$ cat src/rtl/dtm_pkg.sv
package dtm_pkg;
    typedef enum logic {
        ST_LOCKED = 1'b0,
        ST_OPEN   = 1'b1
    } prog_state_t;
endpackage

$ cat src/rtl/dtm_ctrl.sv
module dtm_ctrl
    import dtm_pkg::*;
(
    input  logic clk,
    input  logic rst_n,
    input  logic ctrl_wr,
    input  logic ctrl_bit,
    output logic prog_en
);
    prog_state_t state_q, state_d;

    always_ff @(posedge clk or negedge rst_n) begin
        if (!rst_n) state_q <= ST_LOCKED;
        else        state_q <= state_d;
    end

    always_comb begin
        state_d = state_q;
        unique case (state_q)
            ST_LOCKED: if (ctrl_wr && ctrl_bit)  state_d = ST_OPEN;
            ST_OPEN:   if (ctrl_wr && !ctrl_bit) state_d = ST_LOCKED;
            default:   state_d = ST_LOCKED;
        endcase
    end

    always_comb begin
        prog_en = (state_q == ST_OPEN);
    end
endmodule

$ cat src/rtl/dtm_store.sv
module dtm_store #(
    parameter int WORD_W    = 32,
    parameter int NUM_WORDS = 12,
    parameter int ADDR_W    = 5,
    localparam int IMG_BITS = WORD_W * NUM_WORDS,
    localparam int WIDX_W   = $clog2(NUM_WORDS)
) (
    input  logic                clk,
    input  logic                rst_n,
    input  logic                wr_en,
    input  logic [ADDR_W-1:0]   addr,
    input  logic [WORD_W-1:0]   wdata,
    output logic [WORD_W-1:0]   rdata,
    output logic                rd_hit,
    output logic [IMG_BITS-1:0] image
);
    logic [WORD_W-1:0] words [NUM_WORDS];
    logic              in_range;

    assign in_range = (addr < ADDR_W'(NUM_WORDS));
    assign rd_hit   = in_range;

    genvar g;
    generate
        for (g = 0; g < NUM_WORDS; g++) begin : g_word
            always_ff @(posedge clk or negedge rst_n) begin
                if (!rst_n)
                    words[g] <= '0;
                else if (wr_en && in_range && (addr[WIDX_W-1:0] == WIDX_W'(g)))
                    words[g] <= wdata;
            end
            assign image[g*WORD_W +: WORD_W] = words[g];
        end
    endgenerate

    always_comb begin
        rdata = '0;
        for (int i = 0; i < NUM_WORDS; i++)
            if (in_range && (addr[WIDX_W-1:0] == WIDX_W'(i)))
                rdata = words[i];
    end
endmodule

$ cat src/rtl/dtm_lookup.sv
module dtm_lookup #(
    parameter int IMG_BITS   = 384,
    parameter int TABLE_BITS = 192,
    parameter int KEY_W      = 6,
    parameter int VAL_W      = 3,
    parameter int SEL_W      = 1,
    localparam int IDX_W     = $clog2(IMG_BITS)
) (
    input  logic                clk,
    input  logic                rst_n,
    input  logic [IMG_BITS-1:0] image,
    input  logic                valid_in,
    input  logic [KEY_W-1:0]    key,
    input  logic [SEL_W-1:0]    sel,
    output logic                valid_out,
    output logic [VAL_W-1:0]    value
);
    logic [IDX_W-1:0] base;
    logic [VAL_W-1:0] picked;

    always_comb begin
        base   = IDX_W'(sel) * IDX_W'(TABLE_BITS) + IDX_W'(key) * IDX_W'(VAL_W);
        picked = image[base +: VAL_W];
    end

    always_ff @(posedge clk or negedge rst_n) begin
        if (!rst_n) begin
            valid_out <= 1'b0;
            value     <= '0;
        end else begin
            valid_out <= valid_in;
            if (valid_in) value <= picked;
        end
    end
endmodule

$ cat src/rtl/dscp_tid_map.sv
module dscp_tid_map #(
    parameter int KEY_W      = 6,
    parameter int TID_W      = 3,
    parameter int NUM_TABLES = 2,
    parameter int WORD_W     = 32,
    parameter int ADDR_W     = 5,
    localparam int ENTRIES    = 1 << KEY_W,
    localparam int TABLE_BITS = ENTRIES * TID_W,
    localparam int TBL_WORDS  = TABLE_BITS / WORD_W,
    localparam int NUM_WORDS  = TBL_WORDS * NUM_TABLES,
    localparam int IMG_BITS   = NUM_WORDS * WORD_W,
    localparam int SEL_W      = (NUM_TABLES > 1) ? $clog2(NUM_TABLES) : 1,
    localparam int CTRL_ADDR  = NUM_WORDS
) (
    input  logic              clk,
    input  logic              rst_n,
    input  logic              reg_wr,
    input  logic [ADDR_W-1:0] reg_addr,
    input  logic [WORD_W-1:0] reg_wdata,
    output logic [WORD_W-1:0] reg_rdata,
    input  logic              lk_valid,
    input  logic [KEY_W-1:0]  lk_dscp,
    input  logic [SEL_W-1:0]  lk_table,
    output logic              res_valid,
    output logic [TID_W-1:0]  res_tid
);
    logic                prog_en;
    logic                ctrl_hit;
    logic                map_rd_hit;
    logic [WORD_W-1:0]   map_rdata;
    logic [IMG_BITS-1:0] map_img;

    assign ctrl_hit = (reg_addr == ADDR_W'(CTRL_ADDR));

    dtm_ctrl u_ctrl (
        .clk      (clk),
        .rst_n    (rst_n),
        .ctrl_wr  (reg_wr && ctrl_hit),
        .ctrl_bit (reg_wdata[0]),
        .prog_en  (prog_en)
    );

    dtm_store #(
        .WORD_W    (WORD_W),
        .NUM_WORDS (NUM_WORDS),
        .ADDR_W    (ADDR_W)
    ) u_store (
        .clk    (clk),
        .rst_n  (rst_n),
        .wr_en  (reg_wr && prog_en),
        .addr   (reg_addr),
        .wdata  (reg_wdata),
        .rdata  (map_rdata),
        .rd_hit (map_rd_hit),
        .image  (map_img)
    );

    dtm_lookup #(
        .IMG_BITS   (IMG_BITS),
        .TABLE_BITS (TABLE_BITS),
        .KEY_W      (KEY_W),
        .VAL_W      (TID_W),
        .SEL_W      (SEL_W)
    ) u_lookup (
        .clk       (clk),
        .rst_n     (rst_n),
        .image     (map_img),
        .valid_in  (lk_valid),
        .key       (lk_dscp),
        .sel       (lk_table),
        .valid_out (res_valid),
        .value     (res_tid)
    );

    always_comb begin
        if (map_rd_hit)    reg_rdata = map_rdata;
        else if (ctrl_hit) reg_rdata = {{(WORD_W-1){1'b0}}, prog_en};
        else               reg_rdata = '0;
    end
endmodule

$ cat config.mk
export PLATFORM = sky130hd
export DESIGN_NAME = dscp_tid_map
export DESIGN_NICKNAME = d
export VERILOG_FILES = /design/src/rtl/dtm_pkg.sv /design/src/rtl/dtm_ctrl.sv /design/src/rtl/dtm_store.sv /design/src/rtl/dtm_lookup.sv /design/src/rtl/dscp_tid_map.sv
export SDC_FILE = /design/constraint.sdc
export NUM_CORES = 1
export LEC_CHECK = 0
export BUFFER_PORTS_ARGS = -buffer_cell sky130_fd_sc_hd__buf_4
export CAP_MARGIN = 20
export CORE_AREA = 4 4 271 273
export DETAILED_ROUTE_END_ITERATION = 16
export DIE_AREA = 0 0 275 277
export GPL_ROUTABILITY_DRIVEN = 0
export HOLD_SLACK_MARGIN = 0.05
export SETUP_SLACK_MARGIN = 0.05
export SYNTH_ARGS = -nofsm -noshare
export SYNTH_HDL_FRONTEND = slang
export SYNTH_SLANG_ARGS = --single-unit
$ cat constraint.sdc
create_clock -name clk -period 3.35 [get_ports clk]
set_input_delay 0.67 -clock clk [delete_from_list [all_inputs] [get_ports clk]]
set_output_delay 0.67 -clock clk [all_outputs]
set_load 0.005 [all_outputs]
[Word-level counts from Yosys, hierarchy flattened]
Cells that the tools add are included.
Cells by class
  add/subtract/negate cells: 1
  multipliers: 2
  order comparisons: 1
  equality and inequality tests: 12
  shift operators: 1
  muxes and demuxes: 17
  bitwise gates (word level): 1
  reductions and logical operators: 31
Operators with widths (number)
  $mux W32: 13
  $shiftx A384 B10 Y3: 1
  $logic_and A1 B1 Y1: 29
  $eq A4 B3 Y1 const B: 4
  $eq A4 B4 Y1 const B: 4
  $add A9 B8 Y9: 1
  $eq A4 B2 Y1 const B: 2
  $mul A6 B2 Y8 const B: 1
  $eq A5 B4 Y1 const B: 1
  $lt A5 B4 Y1 const B: 1
  $eq A4 B1 Y1 const B: 1
  $logic_not A4 Y1: 1
  $mul A1 B2 Y3 const B: 1
  $mux W1: 3
  $pmux W1 S2: 1
  $logic_not A1 Y1: 1
  $not A1 Y1: 1
Storage, ports and cells
  register bits: 389
  input port bits: 48
  output and inout port bits: 36
  logic and storage cells: 81

[Logic depth before layout (Yosys ltp)]
  depth after elaboration: 15
  depth in mapped cells: 15
  depth with buffers taken out: 11

[Hierarchy]
Synthesis repeated with hierarchy kept, for this count alone.
Unflattened totals
  cell total of the unflattened synthesis: 2512
  area total of the unflattened synthesis: 29600.9 sq um
Modules (own cells, without submodules)
  dtm_store: times used 1, cells an instance 1668, area an instance 19225.9 sq um
  dtm_lookup: times used 1, cells an instance 803, area an instance 10083.4 sq um
  dscp_tid_map: times used 1, cells an instance 39, area an instance 251.5 sq um
  dtm_ctrl: times used 1, cells an instance 2, area an instance 40.0 sq um

[Worst setup path before layout]
Ideal clock, no wire load.
  path kind: input to register
  from: in lk_dscp[1]
  to: reg u_lookup.value[0]
  library setup time: 0.120 ns
  arrival: 3.607 ns
  slack: -0.377 ns
  stages on the path: 14
  path through: ha_1 -> ha_1 -> inv_1 -> fa_1 -> buf_4 -> buf_2 -> buf_4 -> clkbuf_1 -> mux4_2 -> mux2i_1 -> a22oi_1 -> a31oi_1 -> o311ai_0 -> a31o_1
On the way
  word-level cells in the longest chain between the ends: 3
Ends and longest elaborated chain
  from (decl): line dscp_tid_map.sv:22  | input logic [KEY_W-1:0] lk_dscp,
  $mul A6 B2 Y8: line dtm_lookup.sv:22  | base = IDX_W'(sel) * IDX_W'(TABLE_BITS) + IDX_W'(key) * IDX_W'(VAL_W);
  $add A9 B8 Y9: line dtm_lookup.sv:22
  $shiftx A384 B10 Y3: line dtm_lookup.sv:23  | picked = image[base +: VAL_W];
  to (signal assigned): line dtm_lookup.sv:32  | if (valid_in) value <= picked;
  to (decl): line dtm_lookup.sv:16  | output logic [VAL_W-1:0] value
No other way between the ends.
A chain may end at the register's enable or synchronous reset.

[Worst setup path in the final report]
  from: in reg_addr[4]
  to: out reg_rdata[14]
On the way
  word-level cells in the longest chain between the ends: 15
  elaborated cells on any way between the ends: 26
  classes of those cells: 1 x order compare; 13 x mux; 12 x reduce/logical
Ends and longest elaborated chain
  from (decl): line dscp_tid_map.sv:18  | input logic [ADDR_W-1:0] reg_addr,
  $lt A5 B4 Y1 (*): line dtm_store.sv:20  | assign in_range = (addr < ADDR_W'(NUM_WORDS));
  $logic_and A1 B1 Y1: line dtm_store.sv:39  | if (in_range && (addr[WIDX_W-1:0] == WIDX_W'(i)))
  $mux W32 (12 in series): line dtm_store.sv:39
  $mux W32 (*): line dscp_tid_map.sv:76  | if (map_rd_hit) reg_rdata = map_rdata;
  to (decl): line dscp_tid_map.sv:20  | output logic [WORD_W-1:0] reg_rdata,
Mark *: on every way between the ends. The rest lies on a longest branch, timed or not.

==> summary.md <==
| Metric | Value |
|---|---|
| Clock Sinks | `389` |
| Synth top area share | `36.3%` |
| Number of CTS-inserted buffers | `46` |
| Core Util, Final | `48.1%` |
| CTS H-tree lvls | `2` |
| Comb power frac | `26.4%` |
| Layout cells sized above 1 | `58.4%` |
| Final Max Slew Viols | `0` |
| Initial drt markers | `3,659` |
| Failing checks | `negative setup slack` |
| Clock Skew | `0.0149 ns` |
| Dominant synthesized flop cell | `dfrtp_1` |
| Pwr dens | `441 nW/µm²` |
| Clk_lat worst skew | `0.60 ns` |
| Antenna violations before repair | `0` |
| Largest net degree at the start of global routing | `83` |
| Buf/Inv on CP | `8` |
| Die area | `76,200 µm²` |
| CORE AREA | `71,100 µm²` |
| Worst hold slack | `0.0590 ns` |
| Routed vias | `22,715` |
| Critical path startpoint category | `input pin` |
| DRT antenna net count | `0` |
| Hpwl dp | `78.6 mm` |
| Clock-pin slew on the worst setup and hold paths | `0.06 ns` |
| Fraction of the cycle the final worst path needs | `109%` |
| Sw Ratio | `32.3%` |
| Vias in the first global route | `22,878` |
| MaxCap Viol Count | `0` |
| Hold Fails Final Rpt | `0` |
| Routed len/inst | `32.2 µm` |
| Distinct cells, synth | `65` |
| FMAX | `273 MHz` |
| Cell Area, Synth | `26,800 µm²` |
| Pwr Total | `15.1 mW` |
| RSZ-0062 raised after global routing | `yes` |
| EDFF count, synth | `0` |
| Post-Layout Cell Count | `3,330` |
| Top post-synthesis cells by count | `mux2_2, dfrtp_1, mux4_2, nor2_1, mux2i_1` |
| Net Count, Synth | `2,144` |
| Grt ovf | `0` |
| Crit Path Max Fanout | `5` |
| Switching Power | `4.88 mW` |
| Peak supply drop | `0.000387 V` |
| Crit path arrival time | `2.99 ns` |
| Top cells by area, synth | `dfrtp_1, mux4_2, mux2_2, mux2i_1, nor2_1` |
| Fin nets | `2,405` |
| First-pass GRT wire length | `157 mm` |
| Mapped Avg Cell Area | `12.9 µm²` |
| Seq pwr share | `38.6%` |
| Vias/cell | `6.82` |
| Max Root-Sink Buffers | `3` |
| Max_slew headroom | `50.1%` |
| Most used cell, CP | `buf_4` |
| Post-synthesis cell count | `2,083` |
| Max incr delay on CP | `0.43 ns` |
| Top-count cell post-synth | `mux2_2` |
| Min-Delay Path Class | `input pin to asynchronous set/reset pin` |
| Residual DRC | `0` |
| Cts hold-fix bufs | `0` |
| Fill cell count | `6,258` |
| Placed Cells | `3,207` |
| Clock share of power | `35.0%` |
| CP endpoint kind | `primary output` |
| Pre-CTS setup slack | `-0.867 ns` |
| CP Data Required Time | `2.68 ns` |
| Rows | `98` |
| Critical path's slowest cell | `or3b_4` |
| Async SR Flop Fraction | `100%` |
| P_leak | `14.6 nW` |
| Area grow syn2layout | `27.6%` |
| PnR worst setup slack | `-0.315 ns` |
| Synth warn | `0` |
| Worst path cell trace | `buf_8, buf_6, or3b_4, nor3_4, buf_4, buf_6, buf_16, a221oi_2, a2111oi_2, buf_4, a2111oi_1, nor2_1, buf_4, buf_4` |
| Post-synthesis register bit count | `389` |
| Worst Max-Slew Pin Slew | `0.749 ns` |
| CTS tree | `built` |
| Die width | `275 µm` |
| Register area share after synthesis | `36.3%` |
| Detailed Route WL | `107 mm` |
| IO buf count | `83` |
| Status | `finished with violations` |
| P_int | `10.2 mW` |
| Global Route Usage Sum | `27.6%` |
| Top-level I/O count | `84` |
| Minimum clock period | `3.66 ns` |
| Root buffer cell | `clkbuf_16` |
| Largest delay share family, worst path | `buffers and inverters` |
| DIE HEIGHT | `277 µm` |
| 1st-pass router iterations | `7` |
| Setup violators final | `32` |
| Largest area contributor in the netlist | `dfrtp_1` |
| Initial Util | `37.7%` |
| Setup CP Type | `input pin to primary output` |
==> cells by family (layout without fill, tap and decap cells) <==
family                   count (synthesis)  count (layout)  synth area share, %
other                                    0               1                    0
AO/OA/AOI/OAI                          355             355                 9.60
XOR/XNOR                                 3               3               0.0981
AND/OR/NAND/NOR                        293             293                 4.81
multiplexers                           795             795                 44.3
adder cells (fa/ha/maj)                 13              13                0.635
buffers and inverters                  235             531                 4.24
flip-flops                             389             389                 36.3
==> final timing paths <==
path / startpoint / endpoint / slack (ns) / cells after the start
hold / removal: rst_n / u_store.image[102] / 0.06 / 1
hold reg to reg: u_store.image[210] / u_store.image[210] / 0.57 / 1
setup / recovery: reg_addr[4] / reg_rdata[14] / -0.31 / 14
min in group clk: lk_valid / u_lookup.valid_out / 0.30 / 1
setup reg to reg: u_store.image[138] / u_lookup.value[0] / 0.75 / 6
max in group asynchronous: rst_n / u_store.image[298] / 2.37 / 2
==> stage by stage <==
stage / TNS (ns) / instance area, µm²
final: -5.57 / 34200
after global routing: -7.25 / 34200
after CTS: -5.47 / 33700
after detailed placement: -18.32 / 30600
after global placement: -18.84 / 30600
after floorplan: 0 / 26900
==> worst register-to-register path, cell delays in order (launching register included) <==
cell and delay, ns:
dfrtp_1 0.47, mux4_2 0.52, mux4_2 0.53, a2111o_1 0.44, o311ai_1 0.14, nand4_1 0.16
a31o_1 0.23
==> sequential cells by signal, indices dropped and copies added, names as in the netlist, named ones only <==
| register | count |
|---|---|
| u_lookup.value | 3 |
| u_store.image | 384 |
| u_lookup.valid_out | 1 |
==> power groups by stage <==
stage | combinational (mW) | sequential (mW) | clock [mW]
global route | 4.15 | 5.84 | 5.52
floorplan | 2.28 | 5.46 | 0
global placement | 3.55 | 5.78 | 0
CTS | 3.80 | 5.76 | 5.33
detailed placement | 3.61 | 5.81 | 0
finish | 3.99 | 5.82 | 5.27
==> placed cells by master, fill, tap and decap left out, types with 25 or more instances in the layout <==
cell	count
mux2_2	406
o21ai_0	44
buf_6	42
a21oi_1	47
nand2_1	45
clkbuf_16	50
nor2_1	113
dfrtp_1	388
buf_12	51
buf_4	326
mux4_2	271
a221oi_1	25
mux2i_1	104
a22oi_1	51
a2111oi_2	32
==> routing by layer <==
metal	wire length [µm]	vias up	track usage, %	share of wire [%]
met4	6170	0	12.1	5.8
met1	41200	11627	38.1	38
met3	12300	378	6.40	11
met5	0	-	0	0
li1	-	8876	-	-
met2	47600	1834	41.8	44
==> layout make-up <==
class	instances	area [µm²]	area share [%]
flip-flops and latches	389	9740	28.5
inverters	11	41.3	0.121
clock inverters	24	245	0.717
diodes	1	2.50	0.00732
repair buffers	437	4230	12.4
clock buffers	59	1320	3.87
multi-input cells	1459	17400	51.0
well taps	950	1190	3.48
==> repair_timing <==
| item | 4_1_cts | 5_1_grt |
|---|---|---|
| buffers inserted | 30 | 15 |
| hold endpoints to repair | 0 | 0 |
| endpoints found under the setup margin | 35 | 35 |
| pin swaps | 90 | 54 |
| cloned | 4 | 1 |
| resized for setup | 288 | 82 |
Power figures use the tool's default switching activity.
